### src/rtl/twi_recover_pkg.sv
package twi_recover_pkg;

  typedef enum logic [2:0] {
    ST_IDLE    = 3'd0,
    ST_CLK_LO  = 3'd1,
    ST_CLK_HI  = 3'd2,
    ST_START   = 3'd3,
    ST_STOP_LO = 3'd4,
    ST_STOP_HI = 3'd5
  } rec_state_e;

  // Smallest clock count that covers a span of ns at a clock of mhz.
  function automatic int unsigned ns_to_cycles(input int unsigned ns,
                                               input int unsigned mhz);
    return (ns * mhz + 999) / 1000;
  endfunction

endpackage

### src/rtl/twi_phase_timer.sv
module twi_phase_timer #(
  parameter int W = 8
) (
  input  logic         clk,
  input  logic         rst_n,
  input  logic         load,
  input  logic [W-1:0] len,
  output logic         expired
);

  logic [W-1:0] cnt;

  always_ff @(posedge clk or negedge rst_n) begin
    if (!rst_n)          cnt <= '0;
    else if (load)       cnt <= len - 1'b1;
    else if (cnt != '0)  cnt <= cnt - 1'b1;
  end

  assign expired = (cnt == '0);


  len_nonzero_chk: assert property (@(posedge clk) disable iff (!rst_n)
    load |-> (len != '0));

endmodule

### src/rtl/twi_pulse_counter.sv
module twi_pulse_counter #(
  parameter int LIMIT = 9,
  parameter int CW    = 4
) (
  input  logic          clk,
  input  logic          rst_n,
  input  logic          clr,
  input  logic          inc,
  output logic [CW-1:0] count,
  output logic          at_limit
);

  always_ff @(posedge clk or negedge rst_n) begin
    if (!rst_n)    count <= '0;
    else if (clr)  count <= '0;
    else if (inc)  count <= count + 1'b1;
  end

  assign at_limit = (count == CW'(LIMIT));


  cnt_range_chk: assert property (@(posedge clk) disable iff (!rst_n)
    inc |-> (count < CW'(LIMIT)));

endmodule

### src/rtl/twi_recover.sv
module twi_recover #(
  parameter int DIV_W      = 8,
  parameter int MAX_PULSES = 9,
  parameter int CLK_MHZ    = 50
) (
  input  logic             clk,
  input  logic             rst_n,
  input  logic             go,
  input  logic [DIV_W-1:0] hi_len,
  input  logic [DIV_W-1:0] lo_len,
  input  logic             sda_in,
  output logic             scl_drive_low,
  output logic             sda_drive_low,
  output logic             done,
  output logic             fail
);
  import twi_recover_pkg::*;

  localparam int CW       = $clog2(MAX_PULSES + 1);
  localparam int DEF_HI_I = ns_to_cycles(600, CLK_MHZ);
  localparam int DEF_LO_I = ns_to_cycles(1300, CLK_MHZ);
  localparam logic [DIV_W-1:0] DEF_HI = DIV_W'((DEF_HI_I < 1) ? 1 : DEF_HI_I);
  localparam logic [DIV_W-1:0] DEF_LO = DIV_W'((DEF_LO_I < 1) ? 1 : DEF_LO_I);

  function automatic logic [DIV_W-1:0] pick_len(input logic [DIV_W-1:0] req,
                                                input logic [DIV_W-1:0] dflt);
    return (req == '0) ? dflt : req;
  endfunction

  rec_state_e       state, nxt;
  logic [DIV_W-1:0] hi_q, lo_q, t_len;
  logic             t_load, t_exp, p_inc, p_clr, at_limit;
  logic [CW-1:0]    pulse_cnt;

  // Named events for the checks below.
  logic accept_evt, start_evt, give_up_evt, stop_evt;
  assign accept_evt  = (state == ST_IDLE) && go;
  assign start_evt   = (state == ST_CLK_HI) && t_exp && sda_in;
  assign give_up_evt = (state == ST_CLK_HI) && t_exp && !sda_in && at_limit;
  assign stop_evt    = (state == ST_STOP_HI) && t_exp;

  twi_phase_timer #(.W(DIV_W)) u_timer (
    .clk(clk), .rst_n(rst_n), .load(t_load), .len(t_len), .expired(t_exp)
  );

  twi_pulse_counter #(.LIMIT(MAX_PULSES), .CW(CW)) u_pulses (
    .clk(clk), .rst_n(rst_n), .clr(p_clr), .inc(p_inc),
    .count(pulse_cnt), .at_limit(at_limit)
  );

  always_comb begin
    nxt    = state;
    t_load = 1'b0;
    t_len  = lo_q;
    p_inc  = 1'b0;
    p_clr  = 1'b0;
    unique case (state)
      ST_IDLE: if (go) begin
        nxt = ST_CLK_LO; t_load = 1'b1; t_len = pick_len(lo_len, DEF_LO); p_clr = 1'b1;
      end
      ST_CLK_LO: if (t_exp) begin
        nxt = ST_CLK_HI; t_load = 1'b1; t_len = hi_q; p_inc = 1'b1;
      end
      ST_CLK_HI: if (t_exp) begin
        if (sda_in) begin
          nxt = ST_START; t_load = 1'b1; t_len = hi_q;
        end else if (at_limit) begin
          nxt = ST_IDLE;
        end else begin
          nxt = ST_CLK_LO; t_load = 1'b1; t_len = lo_q;
        end
      end
      ST_START: if (t_exp) begin
        nxt = ST_STOP_LO; t_load = 1'b1; t_len = lo_q;
      end
      ST_STOP_LO: if (t_exp) begin
        nxt = ST_STOP_HI; t_load = 1'b1; t_len = hi_q;
      end
      ST_STOP_HI: if (t_exp) nxt = ST_IDLE;
      default: nxt = ST_IDLE;
    endcase
  end

  always_ff @(posedge clk or negedge rst_n) begin
    if (!rst_n) begin
      state <= ST_IDLE;
      hi_q  <= DEF_HI;
      lo_q  <= DEF_LO;
      done  <= 1'b0;
      fail  <= 1'b0;
    end else begin
      state <= nxt;
      if (accept_evt) begin
        hi_q <= pick_len(hi_len, DEF_HI);
        lo_q <= pick_len(lo_len, DEF_LO);
        done <= 1'b0;
        fail <= 1'b0;
      end
      if (give_up_evt) begin
        done <= 1'b1;
        fail <= 1'b1;
      end
      if (stop_evt) done <= 1'b1;
    end
  end

  assign scl_drive_low = (state == ST_CLK_LO) || (state == ST_STOP_LO);
  assign sda_drive_low = (state == ST_START) || (state == ST_STOP_LO) ||
                         (state == ST_STOP_HI);


  start_cond_chk: assert property (@(posedge clk) disable iff (!rst_n)
    $rose(sda_drive_low) |-> (!scl_drive_low && $past(start_evt)));


  stop_cond_chk: assert property (@(posedge clk) disable iff (!rst_n)
    $fell(sda_drive_low) |-> (!scl_drive_low && $past(stop_evt) && done && !fail));


  give_up_chk: assert property (@(posedge clk) disable iff (!rst_n)
    $rose(fail) |-> (done && ($past(pulse_cnt) == CW'(MAX_PULSES)) && !$past(sda_in)));


  flag_hold_chk: assert property (@(posedge clk) disable iff (!rst_n)
    (state == ST_IDLE && !go && done) |=> (done && $stable(fail)));

endmodule

### config.mk
export PLATFORM = sky130hd
export DESIGN_NAME = twi_recover
export DESIGN_NICKNAME = d
export VERILOG_FILES = /design/src/rtl/twi_recover_pkg.sv /design/src/rtl/twi_phase_timer.sv /design/src/rtl/twi_pulse_counter.sv /design/src/rtl/twi_recover.sv
export SDC_FILE = /design/constraint.sdc
export NUM_CORES = 1
export LEC_CHECK = 0
export CELL_PAD_IN_SITES_DETAIL_PLACEMENT = 1
export CELL_PAD_IN_SITES_GLOBAL_PLACEMENT = 1
export CORE_MARGIN = 3
export CORE_UTILIZATION = 45
export CTS_CLUSTER_DIAMETER = 80
export DETAILED_ROUTE_END_ITERATION = 8
export PLACE_DENSITY_LB_ADDON = 0.1
export SLEW_MARGIN = 20
export SYNTH_ARGS = -nofsm -noshare
export SYNTH_HDL_FRONTEND = slang
export SYNTH_SLANG_ARGS = --single-unit
export TNS_END_PERCENT = 10
### constraint.sdc
create_clock -name clk -period 4.99 [get_ports clk]
set_input_delay 0.998 -clock clk [delete_from_list [all_inputs] [get_ports clk]]
set_output_delay 0.998 -clock clk [all_outputs]
set_load 0.02 [all_outputs]
==> impl_metrics.json, run 1 <==
{
  "outcome": "finished clean",
  "port_buffers": 23,
  "netlist_instances": 202,
  "critPathKind": "in2reg",
  "fin_nets": 246,
  "muxShareOfSynthArea_pct": 2.65,
  "tritoncts": "yes",
  "p_switching_mw": 0.405,
  "slew_headroom_pct": 59.1,
  "final_cell_mix": "nand2_1 (32), dfrtp_1 (27), clkdlybuf4s50_1 (23)",
  "worst-path-max-fanout": 8,
  "routed_wl_mm": 5.13,
  "die_w_um": 70.7,
  "numCtsBuffers": 5,
  "initial_core_util_pct": 48.9,
  "cts_max_path_buffers": 2,
  "sequentialPowerShare_pct": 41.8,
  "die_h_um": 70.7,
  "dr.pass1.iters": 5,
  "drive_above_1_share_pct": 12.1,
  "synthToLayoutAreaGrowth_pct": 18.9,
  "final_util_pct": 58.2,
  "max_freq_mhz": 300,
  "synth_cell_types": 43,
  "finalSetupTns_ps": 0,
  "synth-simple-area-share_pct": 21.9,
  "drc": 0,
  "rsz0062_at_grt": "no",
  "powerDensity_nw_per_um2": 519,
  "min_path_type": "reg2reg",
  "peakVddDrop_v": 0.000262,
  "finalCritPeriodShare_pct": 66.7,
  "leakagePower_nw": 0.914,
  "critPathLaunchType": "primary input",
  "worst_pin_slew_ps": 609,
  "cts_root_buffer": "clkbuf_8",
  "dpl.hpwl_mm": 3.69,
  "vias": 1660,
  "final_common_cell": "nand2_1",
  "crit_required_ps": 5160,
  "first_global_vias": 1796,
  "die_area_um2": 5000,
  "viasPerCell": 6.10,
  "hold_viol": 0,
  "syn_area_um2": 1890,
  "fill_cells": 456,
  "synthXorXnorAreaFrac_pct": 2.32,
  "multi_input_area_um2": 928,
  "internal-power_mw": 0.758,
  "synth_compound_area_share_pct": 20.4,
  "cts_resized": 0,
  "synth-edff-count": 0,
  "finalSetupViolations": 0,
  "diodes": 0,
  "switching_share_pct": 34.8,
  "grt_usage_pct": 22.2,
  "async_flop_share_pct": 100,
  "drtIter0Drc": 140,
  "ctsHoldBuffers": 0,
  "clock_latency_ps": 300,
  "synth.net_count": 225,
  "synth_top_family_by_area": "simple AND/OR/NAND/NOR gates",
  "overflow": 0,
  "cap_viol_max_count": 0,
  "h-tree-depth": 2,
  "skew_ps": 8.77,
  "cts_sinks": 33,
  "synth_flop_cell": "dfrtp_1",
  "gp_congestion": 0.811,
  "fp-row-count": 22,
  "period_needed_ps": 3330,
  "comb_power_share_pct": 31.9,
  "yosys_warnings": 0,
  "io_pins": 24,
  "ys_seq_elements": 33,
  "core_area_um2": 3850,
  "yosysSeqAreaShare_pct": 44.2,
  "drv_slew": 0,
  "p_clk_share_pct": 26.3,
  "arrival_ps": 3500,
  "grt_pass1_wl_mm": 8.79,
  "grt_max_degree": 34,
  "wl_per_cell_um": 18.8,
  "regArea_um2": 833,
  "end_kind": "flop",
  "antenna_found_initial": 0,
  "cts_setup_buffers": 0,
  "synth-adder-area-share_pct": 1.99,
  "synth.avg_cell_area_um2": 9.33,
  "path_clk_slew_ps": 70,
  "antenna_left": 0
}
-- synthesized netlist by cell type (2+ instances only) --
| cell type | number | area (um^2) |
|---|---|---|
| a21oi_1 | 5 | 25.0 |
| a221oi_1 | 2 | 17.5 |
| a222oi_1 | 2 | 20.0 |
| buf_4 | 4 | 30.0 |
| buf_6 | 3 | 33.8 |
| clkbuf_1 | 3 | 11.3 |
| dfrtp_1 | 27 | 676 |
| dfstp_2 | 6 | 158 |
| ha_1 | 3 | 37.5 |
| inv_1 | 12 | 45.0 |
| mux2i_1 | 5 | 50.1 |
| nand2_1 | 32 | 120 |
| nand3_1 | 14 | 70.1 |
| nand4_1 | 2 | 12.5 |
| nor2_1 | 12 | 45.0 |
| nor3_1 | 3 | 15.0 |
| nor4_1 | 2 | 12.5 |
| nor4_2 | 2 | 25.0 |
| nor4b_1 | 2 | 17.5 |
| o2111ai_1 | 5 | 43.8 |
| o2111ai_2 | 3 | 45.0 |
| o21a_1 | 2 | 15.0 |
| o21ai_0 | 22 | 110 |
| o21ai_1 | 2 | 10.0 |
| o22a_1 | 3 | 26.3 |
| or2_1 | 3 | 18.8 |
| or2_2 | 2 | 12.5 |
| xnor2_1 | 2 | 17.5 |
| xor2_1 | 3 | 26.3 |
-- power groups by stage --
stage / Clock (mW) / Combinational (mW) / Sequential (mW)
2_1_floorplan: 0 / 0.267 / 0.455
3_3_place_gp: 0 / 0.341 / 0.479
3_5_place_dp: 0 / 0.365 / 0.487
4_1_cts: 0.309 / 0.373 / 0.485
5_1_grt: 0.322 / 0.422 / 0.499
6_report: 0.306 / 0.371 / 0.486
-- final cells by class --
| cell class | count | share of cell area, % |
|---|---|---|
| multi-input combinational | 146 | 41.4 |
| timing repair buffer | 24 | 10.6 |
| inverter | 13 | 2.18 |
| clock buffer | 5 | 3.07 |
| tap | 48 | 2.68 |
| sequential | 33 | 37.2 |
| clock inverter | 3 | 2.90 |
-- stage by stage --
stage / setup slack, ps / hold slack, ps / area [um^2] / std cells / power [mW]
after CTS: 1700 / 504 / 2240 / 272 / 1.17
final: 1660 / 502 / 2240 / 272 / 1.16
after global routing: 1490 / 532 / 2240 / 272 / 1.24
after floorplan: 2170 / 445 / 1890 / 202 / 0.722
after global placement: 1600 / 465 / 2110 / 264 / 0.820
after detailed placement: 1390 / 471 / 2110 / 264 / 0.853
-- layer usage --
metal	GRT usage (%)	part of all wire, %	vias up	routed length, um
met5	0	0	-	0
met4	11.1	3.3	0	168
met3	6.39	4.7	13	241
met2	34.7	47	51	2410
met1	28.1	45	834	2310
li1	-	-	762	-
-- worst paths after layout --
kind	startpoint	end	slack, ps	cells past startpoint
hold reg to reg	hi_q[0]	hi_q[0]	500	2
setup reg to reg	u_timer.cnt[0]	u_timer.cnt[6]	2010	7
min in group asynchronous	rst_n	state[1]	1100	2
hold / removal	hi_q[0]	hi_q[0]	500	2
setup / recovery	sda_in	u_timer.cnt[4]	1660	11
max in group asynchronous	rst_n	hi_q[2]	3540	2
-- sequential cells by signal, indices dropped and copies added, names as in the netlist --
register and flops:
hi_q 8, done 1, state 3, u_pulses.count 4, fail 1, lo_q 8
u_timer.cnt 8
-- worst max-delay path: stages --
cell	delay [ps]
clkdlybuf4s50_1	510
nor4bb_1	470
o21bai_1	370
nand3_1	170
o2111ai_1	230
nand2_1	110
ha_1	220
inv_1	90
a221oi_1	70
xnor2_1	140
nor2b_1	130
-- cell families after synthesis --
kind of cell             count (synthesis)
multiplexers                             5
flip-flops                              33
XOR/XNOR                                 5
AO/OA/AOI/OAI                           52
buffers and inverters                   23
adder cells (fa/ha/maj)                  3
AND/OR/NAND/NOR                         81
No activity file was read; power rests on OpenSTA's default activity.
==> run 2, diff against run 1 <==
- CORE_UTILIZATION: 45 -> 38
- clock period: 4.99 -> 2.89 ns (I/O delays scaled with it)
==> run 2 against run 1 <==
  * Register-to-register slack got worse by 1600 ps
  * Count of clock-buffer cells in the layout increased by 3
  * Final cell count grew 12%
  * Largest cell class unchanged
  * Via count fell by 0.78%
  * Highest routed layer unchanged
  * Cell area is 3.8% higher
  * Routed wire length fell by 4.9%
  * Sequential cell count unchanged
  * Clock skew grew 1.5 ps
  * Worst setup slack lost 1400 ps
==> impl_metrics.json, run 2 (synthesized netlist as in run 1, its figures left out) <==
{
  "leakagePower_nw": 0.961,
  "h-tree-depth": 2,
  "reg_top3": "hi_q: 8 flops, lo_q: 8 flops, u_timer.cnt: 8 flops",
  "first_global_vias": 1739,
  "slew_headroom_pct": 60.2,
  "critPathLaunchType": "primary input",
  "final_common_cell": "nand2_1",
  "grt_pass1_wl_mm": 8.57,
  "cts_resized": 0,
  "end_kind": "flop",
  "powerDensity_nw_per_um2": 800,
  "design_power_total_mw": 1.86,
  "viasPerCell": 5.40,
  "min_path_type": "reg2reg",
  "ctsHoldBuffers": 0,
  "overflow": 0,
  "die_area_um2": 5840,
  "finalCritPeriodShare_pct": 91.6,
  "fill_cells": 560,
  "worst-path-max-fanout": 6,
  "skew_ps": 10.3,
  "place_inst": 297,
  "dr.pass1.iters": 5,
  "path_clk_slew_ps": 70,
  "cts_sinks": 33,
  "vias": 1647,
  "synthToLayoutAreaGrowth_pct": 23.4,
  "outcome": "finished clean",
  "numCtsBuffers": 5,
  "period_needed_ps": 2650,
  "cap_viol_max_count": 0,
  "drv_slew": 0,
  "io_pins": 24,
  "clock_latency_ps": 290,
  "final_cell_mix": "nand2_1 (32), dfrtp_1 (27), clkdlybuf4s50_1 (23)",
  "diodes": 0,
  "antenna_found_initial": 0,
  "port_buffers": 23,
  "worst_slack_ps": 242,
  "fin_nets": 260,
  "hold_viol": 0,
  "gp_congestion": 0.819,
  "pre_cts_slack_ps": -79.4,
  "cts_setup_buffers": 0,
  "cts_max_path_buffers": 2,
  "drive_above_1_share_pct": 16.4,
  "peakVddDrop_v": 0.000424,
  "tritoncts": "yes",
  "finalSetupViolations": 0,
  "finalSetupTns_ps": 0,
  "die_w_um": 76.4,
  "dpl.hpwl_mm": 3.82,
  "wl_per_cell_um": 16.0,
  "grt_usage_pct": 18.6,
  "worst_pin_slew_ps": 593,
  "max_freq_mhz": 378,
  "die_h_um": 76.4,
  "cts_root_buffer": "clkbuf_8",
  "drc": 0,
  "arrival_ps": 2810,
  "initial_core_util_pct": 39.7,
  "crit_required_ps": 3050,
  "stdcell_count": 305,
  "routed_wl_mm": 4.88,
  "rsz0062_at_grt": "no",
  "antenna_left": 0,
  "critPathKind": "in2reg",
  "core_area_um2": 4750,
  "fp-row-count": 25,
  "drtIter0Drc": 102,
  "grt_max_degree": 34
}
==> run 2: cell types whose count changed in the layout (fill, tap and decap cells not counted) <==
cell       before  now
clkbuf_8        5    6
buf_4           1   15
clkinv_2        1    0
bufinv_16       2    0
clkbuf_1        0    2
==> run 2: path summary, 6_finish.rpt <==
| kind | startpoint | end | slack [ps] | depth (start not counted) |
|---|---|---|---|---|
| setup / recovery | sda_in | u_timer.cnt[4] | 240 | 12 |
| hold / removal | fail | fail | 490 | 2 |
| setup reg to reg | state[2] | u_timer.cnt[4] | 400 | 10 |
| hold reg to reg | fail | fail | 490 | 2 |
| max in group asynchronous | rst_n | hi_q[2] | 1860 | 2 |
| min in group asynchronous | rst_n | fail | 700 | 2 |
==> run 2: per-layer routing <==
| layer | track usage [%] | part of all wire, % | vias up |
|---|---|---|---|
| li1 | - | - | 796 |
| met1 | 24.2 | 46 | 815 |
| met2 | 29.2 | 48 | 26 |
| met3 | 5.20 | 3.8 | 10 |
| met4 | 7.25 | 2.3 | 0 |
| met5 | 0 | 0 | - |
==> run 2: cell type report <==
cell class	count	area (um^2)	share of cell area [%]
sequential	33	833	35.8
timing repair buffer	38	343	14.7
multi-input combinational	146	928	39.9
inverter	13	48.8	2.10
clock buffer	8	90.1	3.87
tap	67	83.8	3.60
==> run 2: through the flow <==
stage / hold slack (ps) / utilization [%] / instance area, um^2
after floorplan: 282 / - / 1890
after global routing: 527 / 48.9 / 2330
after global placement: 472 / 47.1 / 2240
after CTS: 496 / 48.9 / 2330
after detailed placement: 480 / 47.1 / 2240
final: 491 / 48.9 / 2330
==> run 2: report_power, final <==
| group | total, mW | internal [mW] | switching (mW) |
|---|---|---|---|
| Clock | 0.359 | 0.194 | 0.164 |
| Combinational | 0.672 | 0.319 | 0.353 |
| Sequential | 0.831 | 0.690 | 0.142 |
==> run 2: worst max-delay path: stages <==
cell and delay (ps):
clkdlybuf4s50_1 510, nor4bb_1 290, buf_4 170, o21bai_1 220, nand3_1 140, o2111ai_1 200
nand2_1 100, ha_1 200, inv_1 90, a221oi_1 60, xnor2_1 130, nor2b_1 130
